<file path="src/rtl/zqmon_pkg.sv">
package zqmon_pkg;
    localparam int CODE_W = 3;

    typedef enum logic [CODE_W-1:0] {
        CMD_IDLE = 3'd0,
        CMD_ACT  = 3'd1,
        CMD_RD   = 3'd2,
        CMD_WR   = 3'd3,
        CMD_PRE  = 3'd4,
        CMD_REF  = 3'd5,
        CMD_ZQCL = 3'd6,
        CMD_ZQCS = 3'd7
    } zq_cmd_e;
endpackage

</file>
<file path="src/rtl/zqmon_window.sv">
module zqmon_window #(
    parameter int CNT_W = 16
) (
    input  logic             clk,
    input  logic             rst_n,
    input  logic             start_i,
    input  logic             long_i,
    input  logic [CNT_W-1:0] len_init_i,
    input  logic [CNT_W-1:0] len_oper_i,
    input  logic [CNT_W-1:0] len_short_i,
    output logic             busy_o,
    output logic [CNT_W-1:0] remain_o
);
    typedef struct packed {
        logic [CNT_W-1:0] remain;
        logic             long_seen;
    } win_t;

    win_t st_d, st_q;
    logic [CNT_W-1:0] sel_len;

    always_comb begin
        st_d    = st_q;
        sel_len = long_i ? (st_q.long_seen ? len_oper_i : len_init_i) : len_short_i;
        if (start_i) begin
            // remaining count after the calibration cycle itself
            st_d.remain = (sel_len == '0) ? '0 : sel_len - CNT_W'(1);
            if (long_i) st_d.long_seen = 1'b1;
        end else if (st_q.remain != '0) begin
            st_d.remain = st_q.remain - CNT_W'(1);
        end
    end

    always_ff @(posedge clk or negedge rst_n) begin
        if (!rst_n) st_q <= '0;
        else        st_q <= st_d;
    end

    assign busy_o   = (st_q.remain != '0);
    assign remain_o = st_q.remain;
endmodule

</file>
<file path="src/rtl/zqmon_stamp.sv">
module zqmon_stamp #(
    parameter int TS_W = 32
) (
    input  logic            clk,
    input  logic            rst_n,
    output logic [TS_W-1:0] now_o
);
    logic [TS_W-1:0] ts_d, ts_q;

    always_comb ts_d = ts_q + TS_W'(1);

    always_ff @(posedge clk or negedge rst_n) begin
        if (!rst_n) ts_q <= '0;
        else        ts_q <= ts_d;
    end

    assign now_o = ts_q;
endmodule

</file>
<file path="src/rtl/zqmon_top.sv">
module zqmon_top
    import zqmon_pkg::*;
#(
    parameter int CNT_W = 16,
    parameter int TS_W  = 32
) (
    input  logic              clk,
    input  logic              rst_n,
    input  logic              cmd_valid_i,
    input  logic [CODE_W-1:0] cmd_code_i,
    input  logic [CNT_W-1:0]  len_init_i,
    input  logic [CNT_W-1:0]  len_oper_i,
    input  logic [CNT_W-1:0]  len_short_i,
    output logic              keep_o,
    output logic [CODE_W-1:0] keep_code_o,
    output logic [TS_W-1:0]   keep_ts_o,
    output logic              viol_o,
    output logic [CNT_W-1:0]  early_o,
    output logic [TS_W-1:0]   gap_o
);
    typedef struct packed {
        logic              keep;
        logic [CODE_W-1:0] code;
        logic [TS_W-1:0]   ts;
        logic              viol;
        logic [CNT_W-1:0]  early;
        logic [TS_W-1:0]   gap;
        logic [TS_W-1:0]   last_ts;
        logic              have_prev;
    } out_t;

    out_t             o_d, o_q;
    logic             win_busy;
    logic [CNT_W-1:0] win_remain;
    logic [TS_W-1:0]  now_ts;
    logic             is_active, is_cal, is_long, hit, win_start;

    always_comb begin
        is_active = cmd_valid_i && (cmd_code_i != CMD_IDLE);
        is_long   = (cmd_code_i == CMD_ZQCL);
        is_cal    = cmd_valid_i && (is_long || cmd_code_i == CMD_ZQCS);
        hit       = is_active && win_busy;
        win_start = is_cal && !win_busy;
    end

    zqmon_window #(.CNT_W(CNT_W)) u_win (
        .clk        (clk),
        .rst_n      (rst_n),
        .start_i    (win_start),
        .long_i     (is_long),
        .len_init_i (len_init_i),
        .len_oper_i (len_oper_i),
        .len_short_i(len_short_i),
        .busy_o     (win_busy),
        .remain_o   (win_remain)
    );

    zqmon_stamp #(.TS_W(TS_W)) u_stamp (
        .clk  (clk),
        .rst_n(rst_n),
        .now_o(now_ts)
    );

    always_comb begin
        o_d       = o_q;
        o_d.keep  = is_cal || hit;
        o_d.code  = cmd_code_i;
        o_d.ts    = now_ts;
        o_d.viol  = hit;
        o_d.early = hit ? win_remain : '0;
        o_d.gap   = '0;
        if (hit) begin
            o_d.gap       = o_q.have_prev ? (now_ts - o_q.last_ts) : '0;
            o_d.last_ts   = now_ts;
            o_d.have_prev = 1'b1;
        end
    end

    always_ff @(posedge clk or negedge rst_n) begin
        if (!rst_n) o_q <= '0;
        else        o_q <= o_d;
    end

    assign keep_o      = o_q.keep;
    assign keep_code_o = o_q.code;
    assign keep_ts_o   = o_q.ts;
    assign viol_o      = o_q.viol;
    assign early_o     = o_q.early;
    assign gap_o       = o_q.gap;
endmodule

</file>
<file path="config.mk">
export PLATFORM = sky130hd
export DESIGN_NAME = zqmon_top
export DESIGN_NICKNAME = d
export VERILOG_FILES = /design/src/rtl/zqmon_pkg.sv /design/src/rtl/zqmon_window.sv /design/src/rtl/zqmon_stamp.sv /design/src/rtl/zqmon_top.sv
export SDC_FILE = /design/constraint.sdc
export NUM_CORES = 1
export LEC_CHECK = 0
export ABC_AREA = 1
export BUFFER_PORTS_ARGS = -buffer_cell sky130_fd_sc_hd__buf_2
export CAP_MARGIN = 20
export CORE_MARGIN = 2
export CORE_UTILIZATION = 52
export CTS_CLUSTER_DIAMETER = 30
export DETAILED_ROUTE_END_ITERATION = 7
export PLACE_DENSITY = 0.77
export SYNTH_ARGS = -nofsm -noshare
export SYNTH_HDL_FRONTEND = slang
export SYNTH_SLANG_ARGS = --single-unit
export TNS_END_PERCENT = 5
</file>
<file path="constraint.sdc">
create_clock -name clk -period 2.14 [get_ports clk]
set_input_delay 0.214 -clock clk [delete_from_list [all_inputs] [get_ports clk]]
set_output_delay 0.214 -clock clk [all_outputs]
set_load 0.005 [all_outputs]
</file>
* Word level (Yosys, flattened, before mapping)
Cells that the tools add are included.
** Word-level totals
- Memories :: 0
- Bits in latches :: 0
- Input bits :: 54
- Register bits after elaboration :: 167
- Output and inout bits :: 85
- Memory bits (read-only) :: 0
- Bits in writable memories :: 0
- Word-level logic and storage cells :: 37
** Operators by class
- Order comparisons :: 0
- Multipliers :: 0
- Reductions and logical operators :: 12
- Bitwise logic cells :: 0
- Add/subtract/negate cells :: 4
- Divide/modulo/power cells :: 0
- Shifts and indexed selects :: 0
- Equality and inequality tests :: 2
- Muxes and demuxes :: 8
** Operators by type and width (count)
- 16-bit two-way mux :: 6
- 65-bit two-way mux :: 1
- 32-bit by 1-bit adder with 32-bit output, second input constant :: 1
- 32-bit two-way mux :: 1
- 16-bit by 1-bit subtractor with 16-bit output, second input constant :: 2
- 32-bit subtractor :: 1
- 16-bit zero test :: 1
- 16-bit nonzero test :: 1
- 3-bit == test, second input constant :: 2
- 1-bit logical AND :: 4
- 3-bit nonzero test :: 1
- 1-bit logical OR :: 2
- 2-bit AND reduction :: 1
- 2-bit nonzero test :: 1
- 1-bit zero test :: 1

* Logic depth before layout (Yosys ltp)
Gate-level depths: netlist of the first run.
- Depth in word-level cells :: 5
- Depth in mapped cells :: 15
- Gate-level depth less buffers :: 14

* Hierarchy
From an unflattened synthesis of the first run, not the netlist that was laid out.
** Unflattened totals
- Cells, all modules :: 1433
- Area total of the unflattened synthesis :: 10538.9 um^2
** Modules (own cells, without submodules)
- zqmon_top :: sequential area each 2952.8 um^2, cells an instance 890, instances 1, area an instance 6769.0 um^2
- zqmon_window :: sequential area each 425.4 um^2, cells an instance 322, instances 1, area an instance 1981.9 um^2
- zqmon_stamp :: sequential area each 800.8 um^2, cells an instance 221, instances 1, area an instance 1788.0 um^2

* Worst setup path after synthesis of the first run
No wires, ideal clock.
- Path type :: register -> register
- Start :: register u_stamp.ts_q[0] (netlist: u_stamp.now_o[0])
- End :: register o_q, in the netlist gap_o[30]
- Setup time :: 0.119 ns
- Path slack :: 0.077 ns
- Cell stages (with the launch flop) :: 12
- Clock period less this slack :: 2.063 ns
- Path buffers :: 0
- Arrival :: 1.944 ns
- Cells stage by stage :: dfrtp_1 > inv_1 > ha_1 > fa_1 > o21ai_1 > nand2_1 > nand2_1 > nand3_1 > nand2_1 > nand3_1 > a21oi_1 > nor2_1
** RTL lines
- start: declaration :: line zqmon_stamp.sv:8 : logic [TS_W-1:0] ts_d, ts_q;
- start signal: assignment :: line zqmon_stamp.sv:14 : else ts_q <= ts_d;
- end signal: assignment :: line zqmon_top.sv:80 : if (!rst_n) o_q <= '0;
- end signal: assignment :: line zqmon_top.sv:81 : else o_q <= o_d;
- end: declaration :: line zqmon_top.sv:32 : out_t o_d, o_q;

==> results of run 1 <==
cells in the mapped netlist (all sizes together):
library cell	instances	area (sq um)
o21a	6	45.0
buf	94	706
a21oi	63	315
a21o	4	30.0
inv	142	536
clkbuf	5	18.8
a31oi	2	12.5
xor2	47	412
xnor2	14	123
nand2	278	1060
dfrtp	167	4180
o22ai	2	12.5
o21ai	71	363
nor4	5	46.3
a21boi	2	15.0
nand4	15	93.8
o211ai	2	15.0
ha	35	438
o21bai	7	52.6
nor2	143	599
nand3	50	288
nand3b	1	7.51
nor3	20	115
o31ai	2	15.0
fa	1	20.0
state kept, by name (all words and copies together) (netlist names):
register and cells:
early_o 16, gap_o 32, keep_code_o 3, keep_o 1, keep_ts_o 32, o_q 33, u_stamp.now_o 32, u_win.remain_o 16
u_win.st_q 1, viol_o 1
final cells by class:
cell class	count	area (sq um)
fill	1578	6930
multi-input combinational	770	4240
sequential	167	4180
timing repair buffer	198	1190
inverter	142	537
clock buffer	21	450
tap	229	287
clock inverter	11	148
kinds of logic (layout without fill, tap and decap cells):
kind of cell / Yosys count / in the layout / synth area share (%)
AO/OA/AOI/OAI: 161 / 161 / 9.20
XOR/XNOR: 61 / 61 / 5.61
adder cells (fa/ha/maj): 36 / 36 / 4.81
buffers and inverters: 241 / 372 / 13.2
flip-flops: 167 / 167 / 43.9
AND/OR/NAND/NOR: 512 / 512 / 23.2
repair_timing:
item | in CTS | in global routing
gates cloned | 0 | 0
pin swaps | 0 | 7
endpoints found under the setup margin | 1 | 78
setup buffers | 0 | 1
endpoints found under the hold margin | 52 | 0
hold buffers | 3 | 0
resized for setup | 1 | 46
per-layer routing:
metal / part of all wire (%) / vias up
met5: 0 / -
met4: 2.6 / 0
met3: 5.0 / 41
met2: 49 / 272
met1: 43 / 3625
li1: - / 3895
power by group through the flow:
stage                     Clock (mW)  Sequential (mW)  Combinational (mW)
after floorplan                    0             3.30               0.444
after global placement             0             3.30               0.677
after detailed placement           0             3.31               0.687
after CTS                       3.16             3.25               0.695
after global routing            3.31             3.25               0.803
final                           3.10             3.25               0.717
stage by stage:
stage	setup TNS (ns)	util (%)	hold WS [ns]	instances	power (mW)
after floorplan	0	-	-0.0816	1178	3.75
after global placement	0	56.9	0.224	1502	3.98
after detailed placement	-0.00195	56.9	0.234	1502	3.99
after CTS	0	60.4	0.0307	1537	7.11
after global routing	-0.325	61.4	0.0404	1538	7.36
final	0	61.4	0.0480	1538	7.07
how the worst min path moves through the flow:
stage	start	to	slack (ns)
6_report	cmd_code_i[0]	keep_code_o[0]$_DFF_PN0_	0.05
5_1_grt	cmd_code_i[0]	keep_code_o[0]$_DFF_PN0_	0.04
4_1_cts	cmd_code_i[0]	keep_code_o[0]$_DFF_PN0_	0.03
3_5_place_dp	rst_n	keep_code_o[1]$_DFF_PN0_	0.23
3_3_place_gp	rst_n	keep_code_o[1]$_DFF_PN0_	0.22
2_1_floorplan	rst_n	early_o[0]$_DFF_PN0_	-0.08
placed cells by master, fill, tap and decap left out, drive strengths merged, types with 4 or more instances in the layout:
master,n
o21a,6
nand4,15
nand3,50
ha,35
nand2,278
dfrtp,167
a21o,4
xnor2,14
clkinvlp,4
inv,142
nor4,5
nor2,143
clkinv,4
buf,195
clkbuf,21
o21ai,71
nor3,20
a21oi,63
xor2,47
o21bai,7
critical path, cell delays in order (launching register included):
cell,delay [ns]
sky130_fd_sc_hd__dfrtp_1,0.41
sky130_fd_sc_hd__buf_4,0.16
sky130_fd_sc_hd__ha_1,0.28
sky130_fd_sc_hd__nand3_1,0.08
sky130_fd_sc_hd__nand2_1,0.12
sky130_fd_sc_hd__nand3_1,0.08
sky130_fd_sc_hd__nand2_1,0.16
sky130_fd_sc_hd__a21o_1,0.22
sky130_fd_sc_hd__nand3_1,0.16
sky130_fd_sc_hd__a21oi_1,0.19
sky130_fd_sc_hd__nor2_1,0.06
==> results.md, run 1 <==
- The floorplan die area is approximately 19,000 sq um.
- The total wire length is between 20,000 and 25,000 um.
- Entering global routing, the biggest net connects 55 pins.
- Averaged over all synthesized cells, the footprint is roughly 8 sq um.
- In the final layout, the share of cells above drive strength 1 is 22.7%.
- The synthesized flop and latch total is about 170.
- In this run the number of H-tree levels came out at 4.
- The number of instances in the synthesized netlist is about 1,200.
- In this run, the clock network consumes 43.9% of the power.
- The depth of the worst register-to-register path is 10.
- The worst path uses between 90 and 100% of the clock period.
- The number of clock sinks is 167.
- The startpoint identified for the worst register-to-register timing path is u_stamp.now_o[1]$_DFF_PN0_.
- The number of antenna diodes is 0.
- After clock tree synthesis, the clock-pin slew on the worst setup and hold paths is 0.07 ns.
- The tool flagged a number of max-cap violations equal to 0.
- Along the worst hold path, the cell count comes to 2.
- In this run, the number of DRC markers left after iteration 0 of detailed routing was 596.
- The first-pass GRT wire length is 37,000 um.
- The height of the die is between 100 and 150 um.
- The number of antenna violations at the first check in global routing was 0.
- Combinational logic burns between 10% and 20% of the power.
- The startpoint-to-endpoint class of the critical path is reg2reg.
- The worst endpoint required time is approximately 2.5 ns.
- In this run the critical register-to-register path is captured at gap_o[27]$_DFF_PN0_.
- The time the final worst path needs with I/O delays and setup is 2.04 ns.
- The placed cell area is 10,200 sq um.
- The overall global routing resource usage is 23.7%.
- The count of vias placed by the detailed router is between 7,000 and 8,000.
- Global routing consumed, on the met3 layer, 4.54% of the routing resources.
- The maximum ir drop on the vdd rail is 608 uV.
- The number of warnings issued by yosys is 0.
- The via count of the first global-routing pass came to 7,458.
- STA classifies the critical path endpoint as a flip-flop.
- Measured along the x axis, the die boundary spans 139 um.
- The number of nets in the final layout is about 1,400.
- In this run the tightest slew margin relative to its limit is 63.0%.
- The placer congestion estimate is just under 1.
- The global routing stage identified its most utilized layer as met2.
- The switching power is 1.70 mW.
- The worst hold path belongs to the class in2reg.
- The first element of the critical path is u_stamp.now_o[1]$_DFF_PN0_.
- After routing the design area is 11,000 sq um.
- Data on the critical path arrives at its endpoint at about 2.4 ns.
- The worst-case register-to-register setup slack is 0.10 ns.
- Along the worst path, the maximum fanout reaches 4.
- The minimum setup slack in the final design is 0.102 ns.
- The switching power share of the total is between 20% and 30%.
- The unique cell type count in the Yosys netlist is 39.
- The type of element launching the critical path is a flip-flop.
- Prior to clock tree synthesis, the placed netlist has a worst setup slack of -0.00195 ns.
- Buffers placed on the I/O ports in this run total 138.
- Following the worst setup path forward leads to its endpoint at gap_o[27]$_DFF_PN0_.
- The analysis attributes to cell leakage a power of 5.90 nW.
- The share of the Yosys chip area taken by registers is 43.9%.
- TritonCTS created 17 clock buffers.
- The cell row count is 49.
- The number of failing setup endpoints in the final timing report is 0.
- At the pin with the least slew margin, the transition time is ~0.56 ns.
- The final hold violation count is 0.
- The run finished with clean final reports.
- The clock arrives with ~0.0089 ns of skew.
- After detailed routing, the number of remaining DRC violations is 0.
- The boundary pin count is 139.
- The clock tree from TritonCTS is done.
- The met2 layer usage reported by global route is 39.9%.
- For this run, the top clock speed supported by timing is 491 MHz.
- The sequential group share of total power is 46.0%.
- Detailed placement ended at an HPWL of 17,600 um.
- The insertion delay to the later sink of the worst-skew pair is 0.43 ns.
- The remaining number of nets flagged by the antenna check after routing is 0.
- Setup repair after global routing could not meet its margin everywhere.
- The pre-antenna-repair detailed-routing pass consisted of 5 iterations.
- When the netlist entered floorplanning its net count stood at 1,268.
- The number of vias per cell is between 5 and 6.
- The area growth from synthesis to layout is 15.9%.
- Global routing used between 30% and 40% of the available met1 tracks.
- The sum of overflow across all layers after global routing is 0.
- After synthesis the cells add up to 9520 sq um.
- The root buffer cell is sky130_fd_sc_hd__clkbuf_16.
- The number of pins exceeding their max-slew limit in the final report came to 0.
- For this design the ratio of total power to cell area is 640 nW/um^2.
- The buffer levels on the longest clock path is 2.
- The core box area is 18,000 sq um.
- After detailed routing, the average wire length per cell comes to 14.8 um.
- The initial cell density of the core is 53.0%.
- The design internal power is 5.37 mW.
(Power assumes the default switching activity.)
==> run 2, diff against run 1 <==
- CORE_ASPECT_RATIO: unset -> 0.8
==> run 2 against run 1 <==
Compared with the run above: clock power grew 1%; non-clock buffer count grew 2; clock skew grew 0.0039 ns; flip-flop and latch count is the same; global-route usage grew 0.83 points; critical path depth shrank 1; register-to-register slack lost 0.09 ns; setup slack lost 0.089 ns; via count is essentially flat; largest power group unchanged.
==> results.md, run 2 (synthesized netlist as in run 1, its figures left out) <==
- The flow ran to the end, and the final reports show no timing, DRC or antenna violations.
- The worst register-to-register path begins at u_win.remain_o[1]$_DFFE_PN0P_.
- The final hold violation count is 0 (unchanged).
- The via count of the first global-routing pass is 7,658 (+2.7%).
- The sum of overflow across all layers after global routing is 0 (unchanged).
- The average wire length per cell after detail routing was 14.6 um (-0.94%).
- The worst endpoint required time is 2.50 ns (+0.03 ns).
- The startpoint of the tightest hold check path is cmd_valid_i.
- The root buffer cell is sky130_fd_sc_hd__clkbuf_16.
- The number of failing setup endpoints in the final timing report is 0 (unchanged).
- Setup repair after global routing could not meet its margin everywhere.
- The placer congestion estimate was 0.913 (-5.1%).
- The deepest level of the CTS H-tree was 4 (unchanged).
- The number of DRC markers after the initial detailed-route iteration is 546 (-8.4%).
- The slowest cell on the critical path is sky130_fd_sc_hd__nor2_2.
- The number of port buffers is 138 (unchanged).
- The number of max-cap violations was 0 (unchanged).
- The floorplan die area is 19,400 sq um (about the same).
- The actual slew at the worst max-slew pin is 0.684 ns (+0.129 ns).
- The remaining number of nets flagged by the antenna check after routing came to 0 (unchanged).
- The overall global routing resource usage was 24.6% (+0.83 points).
- The number of antenna violations at the first check in global routing is 0 (unchanged).
- The largest fanout on the critical path was 19 (+15).
- The library cell used most frequently in the layout, excluding fill and tap cells, is sky130_fd_sc_hd__nand2_1.
- The final core utilization is 60.9% (-0.54 points).
- The clock tree from TritonCTS is done.
- The initial cell density of the core is 52.7% (-0.28 points).
- The cell row count is 44 (-10%).
- The time the final worst path needs with I/O delays and setup came to 2.13 ns (+0.0887 ns).
- The worst-case register-to-register setup slack is 0.01 ns (-0.09 ns).
- The buffer levels on the longest clock path came to 2 (unchanged).
- The maximum ir drop on the vdd rail is 544 uV (-10%).
- The clock slew seen by the registers of the worst setup and hold paths came to 0.07 ns (about the same).
- The top cell family by delay on the critical path is simple AND/OR/NAND/NOR gates.
- Leaving out fill and tap cells, the most frequent cells in the layout are 268 x sky130_fd_sc_hd__nand2_1, 166 x sky130_fd_sc_hd__dfrtp_1, 137 x sky130_fd_sc_hd__inv_1, 137 x sky130_fd_sc_hd__buf_2, 123 x sky130_fd_sc_hd__nor2_1.
- The type of element launching the critical path is a flip-flop.
- The most flop-heavy register is o_q.
- The floorplan die width was 155 um (+11%).
- The insertion delay to the later sink of the worst-skew pair is 0.44 ns (about the same).
- The signal on the critical path passes through inv_1 > ha_1 > nand3_1 > nor2_1 > nand2_1 > nand2_2 > nor2_2 > inv_2 > nor2_1.
- The cell count after placement is 1,505 (+0.20%).
- The most critical setup path has its startpoint at u_win.remain_o[1]$_DFFE_PN0P_.
- The fmax is 470 MHz (-4.2%).
- The number of vias per cell came to 5.08 (-0.18%).
- The post-CTS setup buffer count is 0 (unchanged).
- The arrival time of data at the critical path endpoint is 2.48 ns (+0.12 ns).
- The worst clock skew on the final layout came to 0.0128 ns (+0.00387 ns).
- The core box area was 18,100 sq um (+0.52%).
- The count of vias placed by the detailed router is 7,834 (+0.013%).
- The depth of the worst register-to-register path is 9 (-1).
- The cell type with the highest occurrence count on the critical path is sky130_fd_sc_hd__nor2_1.
- The count of cells along the worst hold path is 5 (+3).
- The static leakage is 5.92 nW (+0.44%).
- The nature of the critical path endpoint is a flip-flop.
- The number of nets in the final layout is 1,388 (+0.14%).
- The number of clock sinks was 167 (unchanged).
- The class of the worst hold path is in2reg.
- The biggest cell delay along the critical path is 0.54 ns (+0.13 ns).
- The final standard cell count with taps included and fillers excluded is 1,541 (+0.20%).
- The number of antenna diodes was 0 (unchanged).
- The minimum hold slack is 0.202 ns (+0.154 ns).
- The number of buffer and inverter instances along the worst setup path was 2 (+1).
- The HPWL after detailed placement is 17,400 um (-1.1%).
- The pin count of the biggest net entering global routing is 63 (+15%).
- The number of clock buffers inserted by TritonCTS is 17 (unchanged).
- The number of cells on the critical path is 9 (-1).
- The boundary pin count is 139 (unchanged).
- The height of the die is 125 um (-10%).
- The worst slew margin relative to its limit is 54.3% (-8.6 points).
- The startpoint-to-endpoint class of the critical path is reg2reg.
- The share of layout cells above drive strength 1 is 22.0% (-0.72 points).
- The number of pins exceeding their max-slew limit in the final report is 0 (unchanged).
- The count of TritonRoute iterations in the first routing pass came to 6 (+1).
- The total wire length is 22,600 um (-0.75%).
- The flip-flop count of the largest register, all copies and words added is 33 (unchanged).
- The first-pass GRT wire length is 37,800 um (+2.1%).
- The post-route clock period utilization was 99.4% (+4.1 points).
- The power density of the placed cells came to 644 nW/um^2 (+0.59%).
- Relative to the synthesized area, the layout overhead comes to 15.5%.
- The count of unresolved DRC violations after routing was 0 (unchanged).
[run 2: changes by cell type in the layout (fill, tap and decap cells not counted), moves of 3 or more]
| cell | previous run | this run |
|---|---|---|
| sky130_fd_sc_hd__ha_1 | 28 | 33 |
| sky130_fd_sc_hd__ha_2 | 5 | 1 |
| sky130_fd_sc_hd__nand2_1 | 265 | 268 |
| sky130_fd_sc_hd__nand2_2 | 13 | 10 |
[run 2: worst register-to-register path, delay by kind of cell (launching register included)]
kind                       cells  cell delay (ns)
DFF                            1             0.34
adders and majority gates      1             0.22
buffers and inverters          2             0.35
and+or+nand+nor                6             1.14
[run 2: area by class of cell]
cell class | count | area, sq um
clock buffer | 18 | 429
multi-input combinational | 770 | 4180
tap | 230 | 288
fill | 1585 | 7060
inverter | 142 | 536
clock inverter | 14 | 171
timing repair buffer | 200 | 1210
sequential | 167 | 4180
[run 2: metrics by stage]
stage	setup TNS, ns	cell area [sq um]	total power [mW]	setup WS [ns]
detailed placement	0	10300	3.98	0.0388
global placement	0	10300	3.97	0.0409
global route	-3.22	11000	7.39	-0.135
CTS	0	10900	7.11	0.0312
floorplan	0	9520	3.75	0.0773
finish	0	11000	7.08	0.0137
[run 2: power breakdown]
group	internal [mW]	switching, mW
registers	3.22	0.0226
clock network	1.85	1.29
logic	0.274	0.427
total	5.34	1.74
[run 2: path summary, 6_finish.rpt]
path | endpoint
setup / recovery | gap_o[23]$_DFF_PN0_
hold / removal | keep_o$_DFF_PN0_
setup reg to reg | gap_o[23]$_DFF_PN0_
hold reg to reg | keep_ts_o[27]$_DFF_PN0_
max in group asynchronous | keep_ts_o[10]$_DFF_PN0_
min in group asynchronous | gap_o[31]$_DFF_PN0_
[run 2: routing by layer]
layer / track usage (%) / routed length (um) / share of wire [%]
met4: 6.91 / 278 / 1.2
met5: 0 / 0 / 0
met3: 5.93 / 1690 / 7.5
met2: 35.2 / 9520 / 42
met1: 37.2 / 11100 / 49
[run 2: what timing repair did]
| item | CTS | global route |
|---|---|---|
| endpoints found under the setup margin | 0 | 53 |
| hold endpoints to repair | 82 | 0 |
| gates resized for setup | 0 | 31 |
| hold buffers | 4 | 0 |
==> run 3, diff against run 2 <==
- CORE_UTILIZATION: 52 -> 58
- PLACE_DENSITY: 0.77 -> 0.81
- clock period: 2.14 -> 2.4 ns (I/O delays scaled with it)
==> run 3 against run 2 <==
Compared with the run above: clock power down 12%; fmax decreased by 5.9%; critical endpoint is now gap_o[16]$_DFF_PN0_; die area fell by 10%; count of clock-buffer cells in the layout fell by 1; sequential power shrank 11%; critical path type unchanged; sequential share of layout area grew 1.5 points; largest cell class unchanged; flip-flop and latch count unchanged; global-route usage grew 2.3 points; first-iteration DRC count increased by 23%; critical path depth stayed put.
==> results.md, run 3 (synthesized netlist as in run 1, its figures left out) <==
- The run finished with clean final reports.
- From synthesis to final layout, the design area changed by 11.2%.
- The number of vias per cell is 5.29 (+4.0%).
- The worst setup slack after placement is 0.150 ns (+0.112 ns).
- The placed cell area is 9930 sq um (-3.1%).
- The worst clock skew on the final layout is 0.0130 ns (+0.000195 ns).
- The sum of overflow across all layers after global routing was 0 (unchanged).
- The share of layout cells above drive strength 1 is 18.2% (-3.7 points).
- The floorplan die width is 147 um (-5.2%).
- The critical path starts at u_stamp.now_o[3]$_DFF_PN0_.
- The most flop-heavy register is o_q.
- The largest fanout on the critical path came to 5 (-14).
- The insertion delay to the later sink of the worst-skew pair is 0.44 ns (about the same).
- The filler cell count in the final layout came to 1,307 (-18%).
- The clock tree from TritonCTS is done.
- The post-route clock period utilization is 94.1% (-5.2 points).
- The reg-to-reg critical path startpoint is u_stamp.now_o[3]$_DFF_PN0_.
- The count of vias placed by the detailed router is 7,867 (+0.42%).
- The floorplan die area is 17,500 sq um (-10%).
- The cell count after placement is 1,450 (-3.7%).
- The final standard cell count with taps included and fillers excluded is 1,488 (-3.4%).
- The number of antenna violations at the first check in global routing is 0 (unchanged).
- The initial cell density of the core is 59.9% (+7.1 points).
- The height of the die is 119 um (-5.1%).
- In this run the most critical hold path is launched from len_short_i[10].
- The number of failing setup endpoints in the final timing report is 0 (unchanged).
- The worst endpoint required time is 2.71 ns (+0.21 ns).
- The deepest level of the CTS H-tree is 4 (unchanged).
- The flip-flop count of the largest register, all copies and words added is 33 (unchanged).
- The number of pins exceeding their max-slew limit in the final report is 0 (unchanged).
- The overall global routing resource usage is 26.9% (+2.3 points).
- The average wire length per cell after detail routing is 15.2 um (+3.5%).
- The number of port buffers is 138 (unchanged).
- The static leakage is 5.71 nW (-3.6%).
- The area used by sequential logic in the layout was 4180 sq um (about the same).
- The final core utilization is 66.6% (+5.7 points).
- The critical path is of the reg2reg type.
- The first-pass GRT wire length is 37,200 um (-1.6%).
- The number of clock sinks was 167 (unchanged).
- The cell row count is 41 (-6.8%).
- The boundary pin count is 139 (unchanged).
- The maximum ir drop on the vdd rail is 605 uV (+11%).
- The type of element launching the critical path is a flip-flop.
- The minimum hold slack is 0.262 ns (+0.0604 ns).
- Leaving out fill and tap cells, the most frequent cells in the layout are 270 x sky130_fd_sc_hd__nand2_1, 167 x sky130_fd_sc_hd__dfrtp_1, 137 x sky130_fd_sc_hd__inv_1, 137 x sky130_fd_sc_hd__buf_2, 128 x sky130_fd_sc_hd__nor2_1.
- The number of max-cap violations is 0 (unchanged).
- The count of TritonRoute iterations in the first routing pass is 5 (-1).
- Setup repair after global routing left no endpoint under its margin.
- The HPWL after detailed placement is 17,100 um (-1.8%).
- The core box area is 15,900 sq um (-12%).
- The minimum setup slack in the final design is 0.141 ns (+0.127 ns).
- The clock slew seen by the registers of the worst setup and hold paths came to 0.07 ns (about the same).
- The number of nets in the final layout was 1,350 (-2.7%).
- The number of antenna diodes is 0 (unchanged).
- The arrival time of data at the critical path endpoint was 2.57 ns (+0.09 ns).
- The overall power of the completed layout is 6.25 mW (-12%).
- The worst slew margin relative to its limit is 65.9% (+12 points).
- The setup TNS after final layout came to 0 ns (unchanged).
- The placer congestion estimate was 0.949 (+4.0%).
- Clock tree synthesis selected as its root buffer the cell sky130_fd_sc_hd__clkbuf_16.
- The time the final worst path needs with I/O delays and setup is 2.26 ns (+0.133 ns).
- The pin count of the biggest net entering global routing is 68 (+7.9%).
- The buffer levels on the longest clock path came to 2 (unchanged).
- The multi-input combinational cell area is 4090 sq um (-2.2%).
- The via count of the first global-routing pass is 7,473 (-2.4%).
- The fmax was 443 MHz (-5.9%).
- STA classifies the critical path endpoint as a flip-flop.
- The final hold violation count is 0 (unchanged).
- The count of unresolved DRC violations after routing is 0 (unchanged).
- The number of DRC markers after the initial detailed-route iteration was 673 (+23%).
- The number of clock buffers inserted by TritonCTS is 17 (unchanged).
- The remaining number of nets flagged by the antenna check after routing is 0 (unchanged).
- The class of the worst hold path is in2reg.
- The actual slew at the worst max-slew pin is 0.511 ns (-0.173 ns).
- The total wire length is 22,600 um (about the same).
- The power density of the placed cells is 590 nW/um^2 (-8.4%).
- Leaving out fill and tap cells, the most frequent cell in the layout is sky130_fd_sc_hd__nand2_1.
- The final design area excluding fillers is 10,600 sq um (-3.7%).
run 3: cell types whose count changed in the layout (fill, tap and decap cells not counted), sizes merged:
cell      delta
clkinvlp     +1
buf         -38
inv          +1
clkbuf       -1
bufinv       -1
run 3: critical path, stage by stage, from the launching register on:
cell	delay, ns
sky130_fd_sc_hd__dfrtp_1	0.45
sky130_fd_sc_hd__ha_1	0.37
sky130_fd_sc_hd__a21oi_1	0.23
sky130_fd_sc_hd__o21ai_2	0.09
sky130_fd_sc_hd__buf_4	0.15
sky130_fd_sc_hd__a21oi_1	0.29
sky130_fd_sc_hd__inv_1	0.07
sky130_fd_sc_hd__a31oi_1	0.20
sky130_fd_sc_hd__xor2_1	0.22
sky130_fd_sc_hd__nor2_1	0.06
run 3: worst paths after layout:
kind	cells after the start	slack, ns	to
worst max-delay path	9	0.14	gap_o[16]$_DFF_PN0_
worst min-delay path	5	0.26	u_win.remain_o[10]$_DFFE_PN0P_
worst max register to register	9	0.14	gap_o[16]$_DFF_PN0_
worst min register to register	0	0.44	keep_ts_o[27]$_DFF_PN0_
max in group asynchronous	3	1.39	keep_o$_DFF_PN0_
min in group asynchronous	2	0.32	gap_o[22]$_DFF_PN0_
run 3: layer usage:
metal / vias to the layer above / part of all wire, % / GRT usage [%]
li1: 3829 / - / -
met1: 3693 / 48 / 40.3
met2: 306 / 43 / 39.5
met3: 39 / 7.7 / 5.98
met4: 0 / 1.5 / 7.15
met5: - / 0 / 0
run 3: repair_timing:
action / CTS / global route
endpoints found under the hold margin: 54 / 0
hold buffers: 4 / 0
setup endpoints to repair: 0 / 8
resized for setup: 0 / 2
buffers inserted: 0 / 2
run 3: power by group:
group	switching (mW)	leakage [nW]	internal (mW)
sequential	0.0208	2.23	2.87
clock	1.21	0.284	1.55
combinational	0.373	3.20	0.222
run 3: area by class of cell:
| type | instances | share of cell area (%) |
|---|---|---|
| clock inverter | 15 | 1.58 |
| sequential | 167 | 39.5 |
| multi-input combinational | 770 | 38.6 |
| clock buffer | 17 | 4.02 |
| tap | 215 | 2.54 |
| inverter | 142 | 5.06 |
| timing repair buffer | 162 | 8.73 |
